--- config.mk ---
export PLATFORM = sky130hd
export DESIGN_NAME = bitclk_recover
export DESIGN_NICKNAME = d
export VERILOG_FILES = /design/src/rtl/bcr_pkg.sv /design/src/rtl/bcr_vote_filter.sv /design/src/rtl/bcr_phase_track.sv /design/src/rtl/bcr_lock_mon.sv /design/src/rtl/bitclk_recover.sv
export SDC_FILE = /design/constraint.sdc
export NUM_CORES = 1
export LEC_CHECK = 0
export ABC_AREA = 1
export BUFFER_PORTS_ARGS = -buffer_cell sky130_fd_sc_hd__buf_4
export CAP_MARGIN = 10
export CORE_ASPECT_RATIO = 0.75
export CORE_MARGIN = 2
export CORE_UTILIZATION = 55
export CTS_BUF_LIST = sky130_fd_sc_hd__clkbuf_8 sky130_fd_sc_hd__clkbuf_16
export CTS_CLUSTER_DIAMETER = 50
export CTS_CLUSTER_SIZE = 25
export DETAILED_ROUTE_END_ITERATION = 8
export PLACE_DENSITY = 0.73
export REMOVE_ABC_BUFFERS = 1
export SLEW_MARGIN = 20
export SYNTH_ARGS = -nofsm -noshare
export SYNTH_HDL_FRONTEND = slang
export SYNTH_HIERARCHICAL = 1
export SYNTH_SLANG_ARGS = --single-unit
--- constraint.sdc ---
create_clock -name clk -period 9.3 [get_ports clk]
set_clock_uncertainty 0.1 [all_clocks]
set_input_delay 1.86 -clock clk [delete_from_list [all_inputs] [get_ports clk]]
set_output_delay 1.86 -clock clk [all_outputs]
set_load 0.01 [all_outputs]
--- src/rtl/bcr_pkg.sv ---
package bcr_pkg;
    // Tracking mode codes seen on the mode input
    typedef enum logic [1:0] {
        TRK_FAST     = 2'b00,
        TRK_SLOW     = 2'b01,
        TRK_AUTO     = 2'b10,
        TRK_AUTO_ALT = 2'b11
    } trk_mode_e;

    localparam int unsigned DEF_OSR = 29;
endpackage

--- src/rtl/bcr_vote_filter.sv ---
// Majority-vote input filter.
// Keeps TAPS-1 past samples and votes over them and the current sample on
// every tick. The registered result lags the line by one tick.
// Assumes TAPS is odd and at least 3.
module bcr_vote_filter #(
    parameter int TAPS = 3
) (
    input  logic clk,
    input  logic rst_n,
    input  logic tick_en,
    input  logic raw_bit,
    output logic filt_bit
);
    localparam int HIST = TAPS - 1;
    localparam int NEED = TAPS / 2 + 1;

    logic [HIST-1:0] hist_q;
    logic [TAPS-1:0] win_w;

    assign win_w = {hist_q, raw_bit};

    // Shift the sample window and register the vote on each tick
    always_ff @(posedge clk) begin
        if (!rst_n) begin
            hist_q   <= '0;
            filt_bit <= 1'b0;
        end else if (tick_en) begin
            hist_q   <= win_w[HIST-1:0];
            filt_bit <= ($countones(win_w) >= NEED);
        end
    end
endmodule

--- src/rtl/bcr_phase_track.sv ---
// Phase counter, edge detector, phase corrector and mid-bit strobe.
// The counter runs 0..OSR-1 once per tick. An edge in the filtered stream
// is expected at count 0. When an edge arrives, the counter moves toward
// 0 by a step that depends on fast_sel. The bit is strobed at count OSR/2.
// Assumes the filtered input only changes on ticks.
module bcr_phase_track #(
    parameter int OSR = 29,
    parameter int PW  = $clog2(OSR)
) (
    input  logic          clk,
    input  logic          rst_n,
    input  logic          tick_en,
    input  logic          filt_bit,
    input  logic          fast_sel,
    output logic          edge_seen,
    output logic [PW-1:0] err_mag,
    output logic [PW-1:0] phase,
    output logic          data_out,
    output logic          data_valid
);
    localparam int              HALF = OSR / 2;
    localparam logic [PW-1:0]   LAST = PW'(OSR - 1);
    localparam logic [PW-1:0]   MID  = PW'(HALF);
    localparam logic [PW:0]     OSRW = (PW+1)'(OSR);

    logic [PW-1:0] ph_q;
    logic          prev_q;
    logic          late_w;
    logic [PW-1:0] base_w;
    logic [PW-1:0] step_w;
    logic [PW:0]   sum_w;
    logic [PW:0]   wrap_w;
    logic [PW-1:0] next_w;

    assign phase     = ph_q;
    assign edge_seen = tick_en && (filt_bit != prev_q);

    // Signed phase error split into direction and magnitude
    always_comb begin
        late_w  = (ph_q <= MID);
        err_mag = late_w ? ph_q : (PW'(OSR) - ph_q);
    end

    // Correction step: half the magnitude rounded up, or a single tick
    always_comb begin
        if (fast_sel) begin
            step_w = PW'(({1'b0, err_mag} + 1'b1) >> 1);
        end else begin
            step_w = (err_mag != '0) ? PW'(1) : '0;
        end
    end

    // Free-running successor and corrected successor with wrap-around
    always_comb begin
        base_w = (ph_q == LAST) ? '0 : (ph_q + 1'b1);
        if (late_w) begin
            sum_w = {1'b0, base_w} + OSRW - {1'b0, step_w};
        end else begin
            sum_w = {1'b0, base_w} + {1'b0, step_w};
        end
        wrap_w = (sum_w >= OSRW) ? (sum_w - OSRW) : sum_w;
        next_w = edge_seen ? wrap_w[PW-1:0] : base_w;
    end

    // Advance the counter and remember the last filtered bit on each tick
    always_ff @(posedge clk) begin
        if (!rst_n) begin
            ph_q   <= '0;
            prev_q <= 1'b0;
        end else if (tick_en) begin
            ph_q   <= next_w;
            prev_q <= filt_bit;
        end
    end

    // Capture the bit and raise a one-cycle strobe at mid-bit
    always_ff @(posedge clk) begin
        if (!rst_n) begin
            data_valid <= 1'b0;
            data_out   <= 1'b0;
        end else begin
            data_valid <= 1'b0;
            if (tick_en && (ph_q == MID)) begin
                data_valid <= 1'b1;
                data_out   <= filt_bit;
            end
        end
    end
endmodule

--- src/rtl/bcr_lock_mon.sv ---
// Lock monitor.
// Counts consecutive in-window edges to set lock and consecutive
// far-out edges to clear it. Any edge between the two windows restarts
// both runs. Both counters saturate.
// Assumes LOCK_WIN < UNLOCK_WIN.
module bcr_lock_mon #(
    parameter int PW           = 5,
    parameter int LOCK_WIN     = 3,
    parameter int UNLOCK_WIN   = 7,
    parameter int LOCK_EDGES   = 8,
    parameter int UNLOCK_EDGES = 4
) (
    input  logic          clk,
    input  logic          rst_n,
    input  logic          edge_seen,
    input  logic [PW-1:0] err_mag,
    output logic          locked
);
    localparam int GW = $clog2(LOCK_EDGES + 1);
    localparam int BW = $clog2(UNLOCK_EDGES + 1);
    localparam logic [GW-1:0] GMAX = GW'(LOCK_EDGES);
    localparam logic [BW-1:0] BMAX = BW'(UNLOCK_EDGES);

    logic [GW-1:0] good_q, good_nx;
    logic [BW-1:0] bad_q,  bad_nx;
    logic          in_win, out_win;

    assign in_win  = (err_mag <= PW'(LOCK_WIN));
    assign out_win = (err_mag >  PW'(UNLOCK_WIN));

    // Saturating increments of both runs
    always_comb begin
        good_nx = (good_q == GMAX) ? good_q : (good_q + 1'b1);
        bad_nx  = (bad_q  == BMAX) ? bad_q  : (bad_q  + 1'b1);
    end

    // Update the runs and the lock flag on every detected edge
    always_ff @(posedge clk) begin
        if (!rst_n) begin
            good_q <= '0;
            bad_q  <= '0;
            locked <= 1'b0;
        end else if (edge_seen) begin
            if (in_win) begin
                good_q <= good_nx;
                bad_q  <= '0;
                if (good_nx == GMAX) locked <= 1'b1;
            end else if (out_win) begin
                bad_q  <= bad_nx;
                good_q <= '0;
                if (bad_nx == BMAX) locked <= 1'b0;
            end else begin
                good_q <= '0;
                bad_q  <= '0;
            end
        end
    end
endmodule

--- src/rtl/bitclk_recover.sv ---
// Oversampled bit clock recovery, top level.
// Chains the vote filter, the phase tracker and the lock monitor, and
// picks fast or slow correction from the mode input and the lock flag.
// Assumes tick_en runs at OSR times the bit rate.
module bitclk_recover
    import bcr_pkg::*;
#(
    parameter int OSR          = DEF_OSR,
    parameter int FILT_TAPS    = 3,
    parameter int LOCK_WIN     = 3,
    parameter int UNLOCK_WIN   = 7,
    parameter int LOCK_EDGES   = 8,
    parameter int UNLOCK_EDGES = 4
) (
    input  logic       clk,
    input  logic       rst_n,
    input  logic       tick_en,
    input  logic       raw_bit,
    input  logic [1:0] mode,
    output logic       data_out,
    output logic       data_valid,
    output logic       locked,
    output logic       trk_fast
);
    localparam int PW = $clog2(OSR);

    logic          filt_w;
    logic          edge_w;
    logic [PW-1:0] err_w;
    logic [PW-1:0] phase_q;
    trk_mode_e     mode_e;

    assign mode_e = trk_mode_e'(mode);

    // Fast correction in fast mode, or in automatic mode while unlocked
    always_comb begin
        case (mode_e)
            TRK_FAST: trk_fast = 1'b1;
            TRK_SLOW: trk_fast = 1'b0;
            default:  trk_fast = !locked;
        endcase
    end

    bcr_vote_filter #(
        .TAPS (FILT_TAPS)
    ) u_filt (
        .clk      (clk),
        .rst_n    (rst_n),
        .tick_en  (tick_en),
        .raw_bit  (raw_bit),
        .filt_bit (filt_w)
    );

    bcr_phase_track #(
        .OSR (OSR),
        .PW  (PW)
    ) u_track (
        .clk        (clk),
        .rst_n      (rst_n),
        .tick_en    (tick_en),
        .filt_bit   (filt_w),
        .fast_sel   (trk_fast),
        .edge_seen  (edge_w),
        .err_mag    (err_w),
        .phase      (phase_q),
        .data_out   (data_out),
        .data_valid (data_valid)
    );

    bcr_lock_mon #(
        .PW           (PW),
        .LOCK_WIN     (LOCK_WIN),
        .UNLOCK_WIN   (UNLOCK_WIN),
        .LOCK_EDGES   (LOCK_EDGES),
        .UNLOCK_EDGES (UNLOCK_EDGES)
    ) u_lock (
        .clk       (clk),
        .rst_n     (rst_n),
        .edge_seen (edge_w),
        .err_mag   (err_w),
        .locked    (locked)
    );
endmodule

# Yosys cells after proc, flatten, opt, wreduce, memory -nomap -nowiden

Cells that the tools add are included.

Register bits: 19
Word-level logic and storage cells: 60

Add/sub/neg operators: 11
Order comparisons: 5
Equal/unequal tests: 9
Muxes and demuxes: 18
Reductions and logical operators: 8

Operators by type and width:

| kind                                                                    | count |
|---|---|
| 32-bit by 1-bit adder with 32-bit output                                | 1 |
| 32-bit by 3-bit >= comparator with 1-bit output (second input constant) | 1 |
| 5-bit 2-to-1 mux                                                        | 5 |
| 3-bit 2-to-1 mux                                                        | 3 |
| 4-bit == test (second input constant)                                   | 2 |
| 4-bit 2-to-1 mux                                                        | 2 |
| 5-bit by 1-bit adder with 6-bit output (second input constant)          | 1 |
| 5-bit by 5-bit adder with 6-bit output                                  | 1 |
| 5-bit by 5-bit adder with 6-bit output (second input constant)          | 1 |
| 3-bit == test (second input constant)                                   | 2 |
| 6-bit by 5-bit >= comparator with 1-bit output (second input constant)  | 1 |
| 1-bit 2-to-1 mux                                                        | 6 |
| 6-bit 2-to-1 mux                                                        | 1 |
| 6-bit by 5-bit subtractor with 6-bit output                             | 1 |
| 5-bit by 1-bit adder with 5-bit output (second input constant)          | 1 |
| 5-bit by 4-bit == test with 1-bit output (second input constant)        | 1 |
| 5-bit == test (second input constant)                                   | 1 |
| 5-bit by 3-bit > comparator with 1-bit output (second input constant)   | 1 |
| 5-bit by 2-bit <= comparator with 1-bit output (second input constant)  | 1 |
| 5-bit by 4-bit <= comparator with 1-bit output (second input constant)  | 1 |
| 5-bit nonzero test                                                      | 1 |
| 5-bit subtractor (first input constant)                                 | 1 |
| 5-bit subtractor (second input constant)                                | 1 |
| 4-bit by 1-bit adder with 4-bit output (second input constant)          | 1 |
| other kinds (11)                                                        | 13 |

# Longest topological paths before layout

Gate-level depths: netlist of the first run.

Word-level depth: 10
Depth in mapped cells: 29
Mapped depth without buffers: 28

# By module

Netlist of the first run, hierarchy kept.

By module, submodules not included:

| module          | times used | cells each | area each (um2) | seq. area each (um2) |
|---|---|---|---|---|
| bcr_phase_track | 1          | 215        | 1400.1          | 160.2 |
| bcr_lock_mon    | 1          | 80         | 513.0           | 160.2 |
| bcr_vote_filter | 1          | 19         | 137.6           | 60.1 |
| bitclk_recover  | 1          | 6          | 22.5            | 0.0 |

# Worst setup path after synthesis of the first run

OpenSTA, ideal clock, no wires.

Path type: in2reg
From: in mode[1]
To: reg u_track.ph_q[2], in the netlist u_track/phase[2]
Arrival: 4.280 ns
Required time: 9.091 ns
Path slack: 4.811 ns
Stages on the path: 21
Path through: inv_1 nand2_1 nand2_1 nor3_1 nand3_1 o21ai_0 inv_1 ha_1 fa_1 inv_1 nand2_1 o21ai_2 ha_1 inv_1 or2_2 nand3_2 nand2_4 nand2_1 o211ai_1 nand2_1 inv_1

Longest elaborated chain between the ends: 8
Elaborated cells between the ends (all ways): 11
Those cells by class: 3 x add/sub; 1 x order compare; 1 x eq/ne; 5 x mux; 1 x reduce/logical

RTL lines:

| element                                                                                               | line                                         | RTL |
|---|---|---|
| start: declaration                                                                                    | bitclk_recover.sv:19                         | `input logic [1:0] mode,` |
| 2-bit by 1-bit == test with 1-bit output or 2-bit zero test (tied branches)                           | bitclk_recover.sv:37                         | `case (mode_e)` |
| 1-bit one-hot mux with 2 select lines *                                                               | bitclk_recover.sv:37                         |  |
| via trk_fast                                                                                          | bitclk_recover.sv:23                         | `output logic trk_fast` |
| 5-bit 2-to-1 mux *                                                                                    | bcr_phase_track.sv:46                        | `if (fast_sel) begin` |
| 6-bit by 5-bit subtractor with 6-bit output or 5-bit by 5-bit adder with 6-bit output (tied branches) | bcr_phase_track.sv:57, bcr_phase_track.sv:59 |  |
| 6-bit 2-to-1 mux *                                                                                    | bcr_phase_track.sv:56                        | `if (late_w) begin` |
| 5-bit subtractor or 6-bit by 5-bit >= comparator with 1-bit output (tied branches)                    | bcr_phase_track.sv:61                        | `wrap_w = (sum_w >= OSRW) ? (sum_w - OSRW) : sum_w;` |
| 5-bit 2-to-1 mux *                                                                                    | bcr_phase_track.sv:61                        |  |
| 5-bit 2-to-1 mux *                                                                                    | bcr_phase_track.sv:62                        | `next_w = edge_seen ? wrap_w[PW-1:0] : base_w;` |
| end signal: assignment                                                                                | bcr_phase_track.sv:71                        | `ph_q <= next_w;` |
| end: declaration                                                                                      | bcr_phase_track.sv:26                        | `logic [PW-1:0] ph_q;` |

Mark *: on every way through the listed nets, which the timed path passes. The rest lies on a longest branch.
A chain may end at the register's enable or synchronous reset.

# Final worst setup path of the first run

From: reg u_track.ph_q[1], in the netlist u_track/phase[1]
To: reg u_track.ph_q[3], in the netlist u_track/phase[3]

Longest elaborated chain between the ends: 10
Elaborated cells between the ends (all ways): 18
Those cells by class: 7 x add/sub; 2 x order compare; 1 x eq/ne; 7 x mux; 1 x reduce/logical

RTL lines:

| element                                                                        | line |
|---|---|
| branches (longest 9 deep; another with 5-bit by 1-bit adder with 6-bit output) | -- |
| 5-bit 2-to-1 mux *                                                             | bcr_phase_track.sv:62 |

Mark *: on every way between the ends.

==> results.yml, run 1 <==
cts:
  cts_sinks: 19
  htreeDepth: 1
  clk_path_buf_depth: 2
  clk_pin_slew_ns: 0.07
  cts_root_buf: "clkbuf_8"
  postCtsSetupRepairBufs: 0
  cts_buffers: 3
  cts_tree: "yes"
  clk_latency_ns: 0.26
  hold_buffers: 0
  cts_resized: 0
worst_setup_path:
  crit_arrival_ns: 4.65
  ff2ff_setup_slack_ns: 4.70
  cp_max_fo: 12
  reg2regPathDepth: 27
  startpoint_type: "register"
  path_class: "reg -> reg"
  critPathRequiredTime_ns: 9.35
  setup.worst_path.end_class: "register"
detailed_routing:
  firstDrtPassIters: 5
  drt_iter0_drc: 158
  via_count: 1980
  wire_per_inst_um: 11.4
  final_antenna_net_count: 0
  drc: 0
  finalWirelength_um: 4380
  viasPerCell: 5.17
grt:
  grt.overflow.total: 0
  grtUsageTotal_pct: 21.9
  first_global_vias: 1709
  grt_max_degree: 13
  grt_pass1_wl_um: 7470
  antenna_found_initial: 0
die:
  placement_rows: 19
  initial_core_util_pct: 56.8
  io_pins: 10
  fp.dieH_um: 57.1
  fp.dieW_um: 74.8
  core_um2: 3640
  die_area_um2: 4270
finish:
  n_antenna_cell: 0
  fin_cells: 383
  nNetsFinal: 367
  areaGrowthSynthToFinish_pct: 7.81
  final_layout_size_suffix_gt1_share_pct: 11.8
timing:
  whs_ns: 0.367
  tightest_slew_ns: 0.644
  drv_slew: 0
  clock.fmax_mhz: 217
  rsz0062_at_grt: "false"
  min_period_ns: 4.60
  setup_viol: 0
  fin_crit_sh_pct: 49.5
  fin_ws_ns: 4.70
  hold_viol_final: 0
  tns_ns: 0
  relSlewSlack_pct: 55.8
yosys:
  syn_area_per_cell_um2: 6.48
  yosys_warnings: 6
  syn_area_um2: 2070
  synth_cells: 319
placement:
  globalplace.congestion: 0.818
  hpwl_um: 3540
  dpl.cell_count: 379
  io_buffers: 9
  place_ws_ns: 4.44
hold_path:
  worstHoldPathType: "reg -> reg"
  min_path_cells: 2
flow_run:
  max_cap_violations: 0
status:
  outcome: "completed"
-- cell usage in the layout, fill, tap and decap left out, types with 5 or more instances in the layout --
master and count:
a21oi_1 23, buf_4 9, dfxtp_1 19, ha_1 28
inv_1 59, inv_2 5, nand2_1 74, nand3_1 32
nor2_1 20, o21ai_0 10
-- cell type report --
cell class,count,area (µm²)
Clock buffer,3,41.3
Tap cell,52,65.1
Timing Repair Buffer,9,67.6
Multi-Input combinational cell,234,1420
Fill cell,345,1410
Sequential cell,19,380
Clock inverter,1,7.51
Inverter,65,246
-- worst max-delay path: stages (launching register included) --
cell and delay (ns):
dfxtp_1 0.50, ha_1 0.27, nand3_2 0.10, nand2_2 0.32, inv_4 0.07, or2_1 0.22, xor2_1 0.34, nor2_1 0.07
inv_1 0.09, nand2_1 0.05, a21oi_1 0.25, ha_1 0.36, inv_1 0.08, nand2_1 0.06, and2_1 0.14, ha_1 0.19
inv_1 0.07, nand2_1 0.08, nand3_1 0.09, nand2_1 0.06, nand2_1 0.05, nand2_1 0.05, mux2i_1 0.49, nand2_4 0.13
nand2_1 0.09, nand2_1 0.05, nand2_1 0.06, a21oi_1 0.06
-- registers in the layout, summed over array words and instances (netlist names) --
signal              flops
u_track/data_out        1
u_track/prev_q          1
u_filt/filt_bit         1
u_lock/bad_q            3
u_lock/locked           1
u_filt/hist_q           2
u_track/phase           5
u_track/data_valid      1
u_lock/good_q           4
-- path summary, 6_finish.rpt --
kind	from	to
setup / recovery	u_track/phase[1]	u_track/phase[3]
hold / removal	u_track/data_out	u_track/data_out
setup reg to reg	u_track/phase[1]	u_track/phase[3]
hold reg to reg	u_track/data_out	u_track/data_out
-- through the flow --
step | utilization (%) | cell area, µm²
after floorplan | - | 2050
after global placement | 59.9 | 2180
after detailed placement | 59.9 | 2180
after CTS | 61.2 | 2230
after global routing | 61.2 | 2230
final | 61.2 | 2230
-- routing by layer --
metal,vias to the layer above,share of wire (%),GRT usage [%]
li1,1044,-,-
met1,866,53,35.1
met2,68,40,31.6
met3,2,6.8,3.71
met4,0,0.25,2.30
met5,-,0,0
Power of run 1 is left out: the tool's default activity adds up to more than one toggle a clock period on the data nets, which glitch-free logic cannot reach.
==> run 2, diff against run 1 <==
clock period = 4.4 ns   (was 9.3 ns; I/O delays follow)
==> results.yml, run 2 (same netlist as run 1, synthesis figures left out) <==
cts:
  clk_path_buf_depth: 2
  hold_buffers: 0
  cts_sinks: 19
  cts_root_buf: "clkbuf_8"
  clk_latency_ns: 0.26
  postCtsSetupRepairBufs: 0
  cts_buffers: 3
  htreeDepth: 1
  cts_tree: "yes"
  cts_resized: 0
  clk_pin_slew_ns: 0.08
timing:
  rsz0062_at_grt: "false"
  tightest_slew_ns: 0.426
  fin_crit_sh_pct: 89.3
  whs_ns: 0.350
  setup_viol: 0
  hold_viol_final: 0
  tns_ns: 0
  min_period_ns: 3.93
  drv_slew: 0
  relSlewSlack_pct: 71.4
  fin_ws_ns: 0.470
  clock.fmax_mhz: 254
worst_setup_path:
  critPathRequiredTime_ns: 4.47
  r2r-start: "u_track/phase[2]"
  startpoint_type: "register"
  cp_max_fo: 6
  reg2regPathDepth: 24
  crit_arrival_ns: 4.00
  ff2ff_setup_slack_ns: 0.47
  setup.worst_path.end_class: "register"
  r2r_end: "u_track/phase[2]"
  path_class: "reg -> reg"
finish:
  largest_register_ffs: 5
  layout_common_cells: "nand2_1 (74), inv_1 (59), nand3_1 (32)"
  nNetsFinal: 371
  final_layout_size_suffix_gt1_share_pct: 13.1
  layout_commonest_cell: "nand2_1"
  areaGrowthSynthToFinish_pct: 9.33
  n_antenna_cell: 0
  finish.utilization_pct: 62.1
placement:
  place_ws_ns: 0.429
  globalplace.congestion: 0.969
  io_buffers: 9
  hpwl_um: 3730
die:
  fp.dieW_um: 74.8
  io_pins: 10
  fp.dieH_um: 57.1
  die_area_um2: 4270
  initial_core_util_pct: 56.8
  placement_rows: 19
  core_um2: 3640
detailed_routing:
  via_count: 2006
  firstDrtPassIters: 4
  finalWirelength_um: 4530
  wire_per_inst_um: 11.7
  final_antenna_net_count: 0
  drc: 0
  viasPerCell: 5.18
  drt_iter0_drc: 140
hold_path:
  min-delay-start: "u_track/data_out"
  min_path_cells: 2
  holdPathEnd: "u_track/data_out"
  worstHoldPathType: "reg -> reg"
grt:
  grt_max_degree: 13
  antenna_found_initial: 0
  grt_pass1_wl_um: 7870
  grt.overflow.total: 0
  first_global_vias: 1706
  grtUsageTotal_pct: 23.5
flow_run:
  max_cap_violations: 0
status:
  outcome: "completed"
==> run 2: cell type report <==
| type | instances | area (µm²) |
|---|---|---|
| sequential | 19 | 382 |
| clock inverter | 1 | 7.51 |
| fill | 360 | 1380 |
| timing repair buffer | 13 | 97.6 |
| inverter | 65 | 246 |
| tap | 52 | 65.1 |
| clock buffer | 3 | 41.3 |
| multi-input combinational | 234 | 1420 |
==> run 2: worst max path at each step <==
stage	from	endpoint	slack [ns]	cells after the start
floorplan	u_track/phase[1]	u_track/phase[2]	0.54	27
global placement	u_track/phase[1]	u_track/phase[2]	0.50	24
detailed placement	u_track/phase[1]	u_track/phase[2]	0.43	24
CTS	u_track/phase[1]	u_track/phase[2]	0.40	24
global route	u_track/phase[2]	u_track/phase[4]	0.1	28
finish	u_track/phase[2]	u_track/phase[2]	0.47	24
==> run 2: per-stage QoR <==
step	instances	cell area [µm²]
floorplan	318	2050
global placement	383	2210
detailed placement	383	2210
CTS	387	2260
global route	387	2260
finish	387	2260
==> run 2: metal layers <==
metal  global-route usage, %  part of all wire, %  wire, µm
met4                    3.06                 0.37        17
met2                    31.9                   38      1720
met3                    5.12                  7.1       322
met1                    38.4                   55      2470
met5                       0                    0         0
==> run 2: critical path, cell delays in order, from the launching register on <==
cell	delay, ns
dfxtp_1	0.42
ha_1	0.24
nand3_2	0.10
nand2_2	0.17
inv_4	0.05
or2_1	0.21
xor2_1	0.17
buf_4	0.16
nand3_1	0.06
o21ai_0	0.11
inv_1	0.08
ha_1	0.21
fa_1	0.44
inv_1	0.07
nand2_1	0.06
o21ai_2	0.10
ha_1	0.25
inv_1	0.07
or2_2	0.29
nand3_2	0.14
nand2_4	0.09
nand2_1	0.06
o211ai_1	0.09
nand2_1	0.08
inv_1	0.04
Power of run 2 is left out for the same reason.
==> run 3, diff against run 2 <==
ABC_AREA = 0   (was 1)
CTS_BUF_LIST = sky130_fd_sc_hd__clkbuf_16   (was sky130_fd_sc_hd__clkbuf_8 sky130_fd_sc_hd__clkbuf_16)
==> results.yml, run 3 <==
grt:
  grtUsageTotal_pct: 22.8
  grt_pass1_wl_um: 7600
  grt_max_degree: 22
  antenna_found_initial: 0
  grt.overflow.total: 0
  first_global_vias: 1586
cts:
  cts_sinks: 19
  cts_buffers: 3
  hold_buffers: 0
  cts_tree: "yes"
  htreeDepth: 1
  clk_path_buf_depth: 2
  clk_latency_ns: 0.25
  clk_pin_slew_ns: 0.06
  cts_root_buf: "clkbuf_16"
finish:
  layout_commonest_cell: "ha_1"
  multiInputGateArea_um2: 1600
  nNetsFinal: 315
  largest_register_ffs: 5
  n_fill_cell: 326
  fin_area_um2: 2350
  final_layout_size_suffix_gt1_share_pct: 14.0
  n_antenna_cell: 0
  fin_cells: 331
  layout_common_cells: "ha_1 (26), inv_1 (24), nand2_1 (24)"
  areaGrowthSynthToFinish_pct: 11.4
  regArea_um2: 380
timing:
  hold_viol_final: 0
  fin_ws_ns: 0.213
  drv_slew: 0
  tns_ns: 0
  tightest_slew_ns: 0.634
  setup_viol: 0
  clock.fmax_mhz: 239
  fin_crit_sh_pct: 95.2
  relSlewSlack_pct: 57.7
  rsz0062_at_grt: "false"
  min_period_ns: 4.19
detailed_routing:
  via_count: 1896
  drc: 0
  viasPerCell: 5.73
  finalWirelength_um: 4580
  drt_iter0_drc: 143
  wire_per_inst_um: 13.8
  firstDrtPassIters: 5
  final_antenna_net_count: 0
hold_path:
  worstHoldPathType: "reg -> reg"
die:
  die_area_um2: 4360
  fp.dieH_um: 57.7
  core_um2: 3660
  fp.dieW_um: 75.6
  initial_core_util_pct: 57.7
  io_pins: 10
  placement_rows: 19
status:
  outcome: "completed"
worst_setup_path:
  cpMostUsedCell: "ha_1"
  slowest_stage: "or4_1"
  cp_max_fo: 6
  startpoint_type: "register"
  crit_arrival_ns: 4.29
  crit_chain: "ha_2 -> a31oi_4 -> nor2_4 -> xnor2_2 -> or4_1 -> mux2_4 -> ha_1 -> fa_1 -> mux2i_2 -> ha_1 -> nand2b_1 -> nand2_1 -> o32a_1 -> o21bai_2 -> mux2i_1 -> o21a_1"
  ff2ff_setup_slack_ns: 0.21
  setup.worst_path.end_class: "register"
  path_class: "reg -> reg"
  critPathRequiredTime_ns: 4.50
  worst_path_largest_cell_delay_ns: 0.52
yosys:
  syn_area_um2: 2110
  yosys_warnings: 6
  syn_area_per_cell_um2: 7.94
  synth_cells: 266
flow_run:
  max_cap_violations: 0
placement:
  placed_cell_area_um2: 2250
  io_buffers: 9
  place_ws_ns: 0.204
  hpwl_um: 3610
  dpl.cell_count: 327
  globalplace.congestion: 0.892
## run 3: changes by cell type in the layout (fill, tap and decap cells not counted), moves of 7 or more
| cell | change |
|---|---|
| nand2_1 | -50 |
| inv_1 | -35 |
| nand3_1 | -21 |
| xnor2_1 | +10 |
| a21oi_1 | -9 |
| nor2b_1 | +7 |
## run 3: path summary, 6_finish.rpt
check | cells after the start | start | end
worst min-delay path | 2 | u_lock/good_q[3] | u_lock/good_q[3]
worst max-delay path | 16 | u_track/phase[2] | u_track/phase[1]
worst min register to register | 2 | u_lock/good_q[3] | u_lock/good_q[3]
worst max register to register | 16 | u_track/phase[2] | u_track/phase[1]
## run 3: metal layers
metal,vias to the layer above,share of wire (%),track usage [%]
li1,966,-,-
met1,868,50,36.8
met5,-,0,0
met2,58,41,31.8
met3,4,7.7,4.70
met4,0,0.52,3.01
## run 3: critical path, delay by kind of cell (launching register included)
family                   cells  cell delay [ns]
AO/OA/AOI/OAI                4             0.90
multiplexers                 3             0.78
adder cells (fa/ha/maj)      4             1.09
XOR/XNOR                     1             0.19
AND/OR/NAND/NOR              4             0.73
flip-flops                   1             0.34
## run 3: final cells by class
type                       count  share of cell area, %
multi-input combinational    214                   68.2
sequential                    19                   16.2
timing repair buffer          17                   5.42
inverter                      25                   3.99
clock buffer                   3                   3.19
tap                           52                   2.76
clock inverter                 1                  0.319
## run 3: repair_timing
action | CTS | global route
buffers inserted | 0 | 0
setup endpoints to repair | 0 | 2
gates resized for setup | 0 | 4
## run 3: through the flow
stage,hold slack [ns],util [%]
floorplan,0.360,-
CTS,0.406,63.8
finish,0.407,64.3
global route,0.429,64.3
detailed placement,0.396,61.6
global placement,0.390,61.6
Power of run 3 is left out for the same reason.
